## src/rtl/qpd_pkg.sv

```systemverilog
package qpd_pkg;

  // Control-to-datapath strobes, all valid for a single cycle
  typedef struct packed {
    logic stepUp;     // one count forward
    logic stepDown;   // one count backward
    logic latch;      // capture position into the read register
    logic clearPos;   // restart position after the capture
    logic modeClear;  // mode setting changed: clear everything
    logic incA;       // rising edge of A in dual-counter mode
    logic incB;       // rising edge of B in dual-counter mode
    logic flagErr;    // both inputs moved at once
  } qpdStrobes_t;

endpackage

```

## src/rtl/qpd_sync.sv

```systemverilog
module qpd_sync #(
  parameter int STAGES = 2,
  parameter int WIDTH  = 2
) (
  input  logic             clk,
  input  logic             rstN,
  input  logic [WIDTH-1:0] din,
  output logic [WIDTH-1:0] dout
);

  logic [WIDTH-1:0] stageQ [STAGES];

  always_ff @(posedge clk) begin
    if (!rstN) stageQ[0] <= '0;
    else       stageQ[0] <= din;
  end

  for (genvar s = 1; s < STAGES; s++) begin : g_stage
    always_ff @(posedge clk) begin
      if (!rstN) stageQ[s] <= '0;
      else       stageQ[s] <= stageQ[s-1];
    end
  end

  assign dout = stageQ[STAGES-1];

endmodule

```

## src/rtl/qpd_ctrl.sv

```systemverilog
module qpd_ctrl
  import qpd_pkg::*;
(
  input  logic        clk,
  input  logic        rstN,
  input  logic        cfgDualMode,
  input  logic        cfgClearOnRead,
  input  logic        rdStrobe,
  input  logic [1:0]  curAB,      // {A,B} after synchronization
  output qpdStrobes_t strb,
  output logic        modeQ
);

  logic [1:0] prevAB;
  logic       moved;
  logic       bothMoved;
  logic       forward;
  logic       modeChange;
  logic       decodeOn;
  logic       countOn;

  // Forward order with A leading: 00 -> 10 -> 11 -> 01 -> 00
  function automatic logic isForward(input logic [1:0] p, input logic [1:0] c);
    logic [1:0] nxt;
    unique case (p)
      2'b00:   nxt = 2'b10;
      2'b10:   nxt = 2'b11;
      2'b11:   nxt = 2'b01;
      default: nxt = 2'b00;
    endcase
    return c == nxt;
  endfunction

  always_ff @(posedge clk) begin
    if (!rstN) begin
      prevAB <= 2'b00;
      modeQ  <= 1'b0;
    end else begin
      prevAB <= curAB;
      modeQ  <= cfgDualMode;
    end
  end

  always_comb begin
    moved      = curAB != prevAB;
    bothMoved  = &(curAB ^ prevAB);
    forward    = isForward(prevAB, curAB);
    modeChange = cfgDualMode != modeQ;
    decodeOn   = !modeQ && !modeChange;
    countOn    = modeQ && !modeChange;

    strb.stepUp    = decodeOn && moved && !bothMoved && forward;
    strb.stepDown  = decodeOn && moved && !bothMoved && !forward;
    strb.flagErr   = decodeOn && bothMoved;
    strb.latch     = rdStrobe;
    strb.clearPos  = rdStrobe && cfgClearOnRead;
    strb.modeClear = modeChange;
    strb.incA      = countOn && !prevAB[1] && curAB[1];
    strb.incB      = countOn && !prevAB[0] && curAB[0];
  end

endmodule

```

## src/rtl/qpd_datapath.sv

```systemverilog
module qpd_datapath
  import qpd_pkg::*;
#(
  parameter int POS_W = 32,
  parameter int CNT_W = 16
) (
  input  logic              clk,
  input  logic              rstN,
  input  qpdStrobes_t       strb,
  output logic [POS_W-1:0]  posValue,
  output logic [POS_W-1:0]  rdPosition,
  output logic              rdValid,
  output logic [CNT_W-1:0]  cntA,
  output logic [CNT_W-1:0]  cntB,
  output logic              seqError
);

  localparam logic [POS_W-1:0] PosMax = {1'b0, {(POS_W-1){1'b1}}};
  localparam logic [POS_W-1:0] PosMin = {1'b1, {(POS_W-1){1'b0}}};
  localparam logic [POS_W-1:0] PosOne = {{(POS_W-1){1'b0}}, 1'b1};
  localparam logic [CNT_W-1:0] CntOne = {{(CNT_W-1){1'b0}}, 1'b1};

  logic [POS_W-1:0] posQ;
  logic [POS_W-1:0] posNext;

  // A step that meets a clearing read seeds the fresh count
  always_comb begin
    posNext = posQ;
    if (strb.modeClear)
      posNext = '0;
    else if (strb.clearPos)
      posNext = strb.stepUp ? PosOne : (strb.stepDown ? '1 : '0);
    else if (strb.stepUp && posQ != PosMax)
      posNext = posQ + PosOne;
    else if (strb.stepDown && posQ != PosMin)
      posNext = posQ - PosOne;
  end

  always_ff @(posedge clk) begin
    if (!rstN) begin
      posQ       <= '0;
      rdPosition <= '0;
      rdValid    <= 1'b0;
      cntA       <= '0;
      cntB       <= '0;
      seqError   <= 1'b0;
    end else begin
      posQ    <= posNext;
      rdValid <= strb.latch;
      if (strb.latch) rdPosition <= posQ;
      if (strb.modeClear) begin
        cntA     <= '0;
        cntB     <= '0;
        seqError <= 1'b0;
      end else begin
        if (strb.incA)    cntA     <= cntA + CntOne;
        if (strb.incB)    cntB     <= cntB + CntOne;
        if (strb.flagErr) seqError <= 1'b1;
      end
    end
  end

  assign posValue = posQ;

endmodule

```

## src/rtl/quad_pos_decoder.sv

```systemverilog
module quad_pos_decoder
  import qpd_pkg::*;
#(
  parameter int POS_W       = 32,
  parameter int CNT_W       = 16,
  parameter int SYNC_STAGES = 2
) (
  input  logic             clk,
  input  logic             rstN,
  input  logic             cfgDualMode,
  input  logic             cfgClearOnRead,
  input  logic             inA,
  input  logic             inB,
  input  logic             rdStrobe,
  output logic [POS_W-1:0] rdPosition,
  output logic             rdValid,
  output logic [CNT_W-1:0] cntA,
  output logic [CNT_W-1:0] cntB,
  output logic             seqError
);

  logic [1:0]       curAB;
  qpdStrobes_t      strb;
  logic             modeQ;
  logic [POS_W-1:0] posValue;

  qpd_sync #(.STAGES(SYNC_STAGES), .WIDTH(2)) sync_i (
    .clk  (clk),
    .rstN (rstN),
    .din  ({inA, inB}),
    .dout (curAB)
  );

  qpd_ctrl ctrl_i (
    .clk            (clk),
    .rstN           (rstN),
    .cfgDualMode    (cfgDualMode),
    .cfgClearOnRead (cfgClearOnRead),
    .rdStrobe       (rdStrobe),
    .curAB          (curAB),
    .strb           (strb),
    .modeQ          (modeQ)
  );

  qpd_datapath #(.POS_W(POS_W), .CNT_W(CNT_W)) dp_i (
    .clk        (clk),
    .rstN       (rstN),
    .strb       (strb),
    .posValue   (posValue),
    .rdPosition (rdPosition),
    .rdValid    (rdValid),
    .cntA       (cntA),
    .cntB       (cntB),
    .seqError   (seqError)
  );

endmodule

```

## config.mk

```make
export PLATFORM = sky130hd
export DESIGN_NAME = quad_pos_decoder
export DESIGN_NICKNAME = d
export VERILOG_FILES = /design/src/rtl/qpd_pkg.sv /design/src/rtl/qpd_sync.sv /design/src/rtl/qpd_ctrl.sv /design/src/rtl/qpd_datapath.sv /design/src/rtl/quad_pos_decoder.sv
export SDC_FILE = /design/constraint.sdc
export NUM_CORES = 1
export LEC_CHECK = 0
export ABC_AREA = 1
export CORE_UTILIZATION = 52
export CTS_CLUSTER_DIAMETER = 120
export DETAILED_ROUTE_END_ITERATION = 7
export PLACE_DENSITY = 0.77
export SYNTH_ARGS = -nofsm -noshare
export SYNTH_HDL_FRONTEND = slang
export SYNTH_SLANG_ARGS = --single-unit
```

## constraint.sdc

```tcl
create_clock -name clk -period 2.8 [get_ports clk]
set_input_delay 0.56 -clock clk [delete_from_list [all_inputs] [get_ports clk]]
set_output_delay 0.56 -clock clk [all_outputs]
set_load 0.03 [all_outputs]
```

# Word level (Yosys, flattened, before mapping)
# Memory sizes are Yosys's and may differ from the RTL's.
# Cells that the tools add are included.
[totals] romBits=0 output_inout_bits=66 mem_bits_rw=4 register_bits=101 n_memories=1 latchBits=0
[classes] n_eq_ne=7 reduce_logical=24 add_sub_neg=4 bitwise_logic=4 mul=0 n_shift=0 n_mux=10 n_div=0 order_cmp=0
[mem_list] name="sync_i.stageQ" depth=2 word_bits=2 read_ports=2 rd_clocked_by_memory_dff=0 wr=2 line_no="qpd_sync.sv:11" rtl="logic [WIDTH-1:0] stageQ [STAGES];"
[ops] cell="32-bit 2-to-1 mux" n=5
[ops] cell="16-bit by 1-bit adder with 16-bit output, second input constant" n=2
[ops] cell="32-bit by 1-bit adder with 32-bit output, second input constant" n=1
[ops] cell="32-bit by 31-bit != test with 1-bit output, second input constant" n=1
[ops] cell="32-bit != test, second input constant" n=1
[ops] cell="32-bit by 1-bit subtractor with 32-bit output, second input constant" n=1
[ops] cell="1-bit logical AND" n=14
[ops] cell="1-bit logical NOT" n=6
[ops] cell="2-bit case mux with 3 select lines" n=1
[ops] cell="2-bit equality test, second input constant" n=2
[ops] cell="2-bit 2-to-1 mux" n=2
[ops] cell="3-bit nonzero test" n=1
[ops] cell="2-bit equality test" n=1
[ops] cell="2-bit logical NOT" n=1
[ops] cell="1-bit 2-to-1 mux" n=2
[ops] cell="2-bit != test" n=1
[ops] cell="1-bit bitwise OR" n=2
[ops] cell="2-bit AND reduction" n=1
[ops] cell="2-bit OR reduction" n=1
[ops] cell="2-bit XOR" n=1
[ops] cell="1-bit != test" n=1
[ops] cell="1-bit NOT" n=1

# Longest topological paths before layout
[depth] ltp_word=10 ltp_mapped=21 ltp_nobuf=21

# Hierarchy
# A second synthesis with hierarchy kept.
[unflattened] cells_unflattened=1092 hier_area_um2=6721.4
[modules_own_cells] mod="qpd_datapath" area_each_um2=6342.3 seq_area_each_um2=1961.9 n_inst=1 cells_per_inst=1032
[modules_own_cells] mod="qpd_ctrl" area_each_um2=269.0 seq_area_each_um2=60.1 n_inst=1 cells_per_inst=48
[modules_own_cells] mod="qpd_sync" area_each_um2=110.1 seq_area_each_um2=80.1 n_inst=1 cells_per_inst=12

# Worst setup path before layout
# No wires, ideal clock.
[synth_timing] path_type="input to register" start="in cfgDualMode" end="reg dp_i.posQ[16], in the netlist dp_i.posValue[16]" path_stages=15 path_buffers=0 arrival_ns=2.720 setup_ns=0.117 required_ns=2.683 setup_slack_ns=-0.037 path_cell_list="inv_1 ha_1 nand2_1 nor2_2 nand3_4 ha_1 a21oi_1 nor2_1 nor2_1 nand2_1 nand3_1 nand2_1 or2_2 a21oi_1 nor2_1"
[synth_between] elab_chain_len=9 elab_cells_between_ends=15 cone_classes="eq/ne: 1; mux: 4; reduce/logical: 10"
[synth_lines] item="start: declaration" line_no="quad_pos_decoder.sv:10" rtl="input logic cfgDualMode,"
[synth_lines] item="1-bit != test *" line_no="qpd_ctrl.sv:48" rtl="modeChange = cfgDualMode != modeQ;"
[synth_lines] item="1-bit logical NOT" line_no="qpd_ctrl.sv:49" rtl="decodeOn = !modeQ && !modeChange;"
[synth_lines] item="1-bit logical AND" line_no="qpd_ctrl.sv:49"
[synth_lines] item="1-bit logical AND (2 in a row)" line_no="qpd_ctrl.sv:52, qpd_ctrl.sv:53"
[synth_lines] item="1-bit logical AND, on equally long branches" line_no="qpd_ctrl.sv:53, qpd_ctrl.sv:52"
[synth_lines] item="32-bit 2-to-1 mux or 1-bit logical AND (tied branches)" line_no="qpd_datapath.sv:32, qpd_datapath.sv:33"
[synth_lines] item="32-bit 2-to-1 mux, on equally long branches" line_no="qpd_datapath.sv:32, qpd_datapath.sv:33"
[synth_lines] item="32-bit 2-to-1 mux" line_no="qpd_datapath.sv:31" rtl="else if (strb.clearPos)"
[synth_lines] item="end signal: assignment" line_no="qpd_datapath.sv:48" rtl="posQ <= posNext;"
[synth_lines] item="end: declaration" line_no="qpd_datapath.sv:23" rtl="logic [POS_W-1:0] posQ;"
# Every way passes the cells marked *; elsewhere a longest branch is shown, timed or not.
# A chain may end at the register's enable or synchronous reset.

# Final worst setup path
[layout_timing] start="reg dp_i.posQ[7], in the netlist dp_i.posValue[7]" end="reg dp_i.posQ[18], in the netlist dp_i.posValue[18]"
[layout_between] elab_chain_len=4 elab_cells_between_ends=10 cone_classes="add/sub: 2; eq/ne: 2; mux: 3; reduce/logical: 3"
[layout_lines] item="32-bit by 1-bit subtractor with 32-bit output or 32-bit by 31-bit != test with 1-bit output (tied branches)" line_no="qpd_datapath.sv:36, qpd_datapath.sv:33"
[layout_lines] item="32-bit 2-to-1 mux or 1-bit logical AND (tied branches)" line_no="qpd_datapath.sv:35, qpd_datapath.sv:33"
[layout_lines] item="32-bit 2-to-1 mux" line_no="qpd_datapath.sv:33" rtl="else if (strb.stepUp && posQ != PosMax)"
[layout_lines] item="32-bit 2-to-1 mux" line_no="qpd_datapath.sv:31"
# Several ways; a longest one is shown, not always the timed one. The select of a mux whose other input is x is not followed.

==> impl_results.md <==
- Root Buffer: clkbuf_16
- Crit path max fanout: 6
- Initial antenna violation count: 0
- Startpoint types: flop
- CTS Hold Buffers Added: 0
- Final #Nets: 1332
- Status: finished with violations
- Pin count of the biggest net entering global routing: 52
- Failing checks: negative setup slack
- Tot Pwr: 5.17 mW
- Total congestion overflow: 0
- Peak VDD IR: 0.303 mV
- Post-route ant nets: 0
- WP data arrival: 3130 ps
- Synth area leaders: dfxtp_1 31%, nand2_1 16%, inv_1 8.2%, nor2_1 6.5%, ha_1 6.4%
- Synth Cell Area: 0.00689 mm2
- Syn Inst Count: 1079
- WP data required: 3080 ps
- Syn_nets: 1122
- Die width: 117 um
- Period utilisation layout: 102%
- Worst-case reg-to-reg path depth: 19
- Async SR Flop Fraction: 0%
- Clk pin slew, worst setup/hold paths: 70 ps
- First-pass DRT Iterations: 8
- H-tree depth: 3
- Num CTS Buffers: 9
- Core ar.: 0.0128 mm2
- Final HPWL DP: 15.5 mm
- Total track usage: 31.5%
- Max-slew headroom: 60.5%
- Setup ws final: -57.9 ps
- Yosys cell types: 42
- Die Y: 117 um
- #FFs+latches synth: 105
- Non-Filler Instances: 1465
- Finish-stage setup viols: 4
- Max Cap Violations: 0
- CTS tree: done
- First-pass GRT wire length: 33.6 mm
- Commonest non-fill, non-tap cells in the layout: 235 x nand2_1, 142 x inv_1, 136 x buf_4
- HP Start: sync_i.stageQ[0][1]
- Synth-to-Final Area Change: 45.6%
- Pleak: 4.55 nW
- Initial DRC Count: 746
- Antenna diode count: 0
- Cells after DPL: 1427
- Most common cell after layout, fill and taps aside: nand2_1
- Full die area: 0.0137 mm2
- Worst Hold Depth: 2
- Boundary pin count: 73
- Cell row count: 41
- Post-synth top area share: 30.5%
- Sequential fraction of the synthesis area: 30.5%
- Routed vias: 8178
- Clock Skews: 11.0 ps
- Crit end category: flop
- Min Hold Slack: 418 ps
- Final min period: 2860 ps
- R2r startpoint: dp_i.posValue[7]
- Synth area leader: dfxtp_1
- Power Density: 515 mW/mm2
- Fmax: 350 MHz
- Remaining DRCs: 0
- Worst-Margin Slew: 592 ps
- Initial core utilization: 53.9%
- WL per Instance: 16.0 um
- Ratio of cells with drive above 1 in the final layout: 29.6%
- Vias per cell: 5.58
- Most used flip-flop cell after synthesis: dfxtp_1
- Final Max Slew Viols: 0
- R2r setup slk: -60 ps
- Gp weighted congestion: 0.972
- RSZ-0062 raised after global routing: true
- Reg2reg end: dp_i.posValue[18]
- EDFF count, synth: 0
- Worst-Skew Late Latency: 350 ps
- Yosys warning count: 0
- # clock sinks: 105
- Hold EP: sync_i.stageQ[1][1]
- Hold Vio Cnt, Final: 0
- Dpl cell area: 0.00867 mm2
- Final Instance Area: 0.0100 mm2
- Syn avg cell area: 6.38 um2
- Hold Crit Class: reg2reg
- Crit path kind: reg2reg
- Post-Route WL: 23.4 mm
- Clock buffer depth: 2
- Vias in the first global route: 7069
- IO Port Bufs: 72
[metrics by stage]
step	TNS, ps	setup slack [ps]	utilization, %
finish	-112	-57.9	78.5
floorplan	0	9.92	-
CTS	0	11.9	72.6
detailed placement	-14590	-679	67.9
global placement	-12800	-612	67.9
global route	-1950	-173	78.5
[how the worst max path moves through the flow]
stage | from | end | slack [ps] | cells past startpoint
final | dp_i.posValue[7] | dp_i.posValue[18] | -60 | 19
after global routing | dp_i.posValue[7] | dp_i.posValue[20] | -170 | 18
after CTS | cfgDualMode | dp_i.posValue[21] | 10 | 16
after detailed placement | cfgDualMode | dp_i.posValue[21] | -680 | 16
after global placement | cfgDualMode | dp_i.posValue[21] | -610 | 17
after floorplan | cfgDualMode | dp_i.posValue[29] | 10 | 17
[flip-flops by register name, summed over array words and instances (netlist names)]
| signal | cells |
|---|---|
| dp_i.rdValid | 1 |
| sync_i.stageQ | 4 |
| dp_i.cntA | 16 |
| dp_i.posValue | 32 |
| dp_i.rdPosition | 32 |
| ctrl_i.modeQ | 1 |
| dp_i.cntB | 16 |
| dp_i.seqError | 1 |
| ctrl_i.prevAB | 2 |
[kinds of logic after synthesis]
group           Yosys count  share of synthesized area [%]
simple gates            536                           33.9
compound gates          212                           17.0
buf+inv                 181                           10.8
flops                   105                           30.5
fa+ha+maj                36                           6.65
xor+xnor                  9                           1.14
[layout make-up]
class	count	area (um2)
Sequential cell	105	2120
Timing Repair Buffer	223	1930
Clock buffer	11	243
Fill cell	843	2750
Inverter	156	598
Clock inverter	4	28.8
Tap cell	172	215
Multi-Input combinational cell	794	4890
[report_power, final]
part	internal, mW	total [mW]	leakage, nW	switching, mW
clock network	0.625	1.18	0.128	0.552
registers	1.56	1.60	0.861	0.0391
logic	0.938	2.39	3.56	1.46
total	3.12	5.17	4.55	2.05
[cells in the mapped netlist (4+ instances only)]
| library cell | count |
|---|---|
| nand3_1 | 57 |
| dfxtp_1 | 105 |
| nand2_1 | 292 |
| a21oi_2 | 20 |
| nor2_1 | 120 |
| nor3_1 | 19 |
| o21bai_1 | 8 |
| nand3_4 | 4 |
| o21ai_1 | 22 |
| inv_2 | 4 |
| inv_1 | 151 |
| o21ai_0 | 74 |
| ha_1 | 35 |
| nand3b_1 | 5 |
| clkbuf_1 | 19 |
| xor2_1 | 6 |
| nand4_1 | 15 |
| a21oi_1 | 82 |
[repair_timing]
action	4_1_cts	5_1_grt
resized for setup	55	170
endpoints found under the setup margin	26	28
pin swaps	19	56
gates cloned	2	0
buffers inserted	9	14
[routing by layer]
metal | vias to the layer above | track usage, % | wire length, um
li1 | 3895 | - | -
met1 | 3777 | 42.3 | 9720
met2 | 425 | 51.8 | 10900
met3 | 81 | 3.81 | 1920
met4 | 0 | 11.6 | 855
met5 | - | 0 | 0
[critical path, cell delays in order, from the launching register on]
cell and delay, ps:
dfxtp_1 360, nand2_1 100, nor2_1 130, nand2_1 100, nor2_1 120, nand2_2 100
buf_6 140, nand3_4 160, buf_6 140, ha_4 210, a21oi_2 160, buf_4 150
nand2_1 80, a21oi_2 170, nand2_2 100, nand2_1 100, nand2_1 70, nand2_1 70
nand3_1 130, a21oi_2 180
Note: power is estimated with default switching activity, not from simulation.
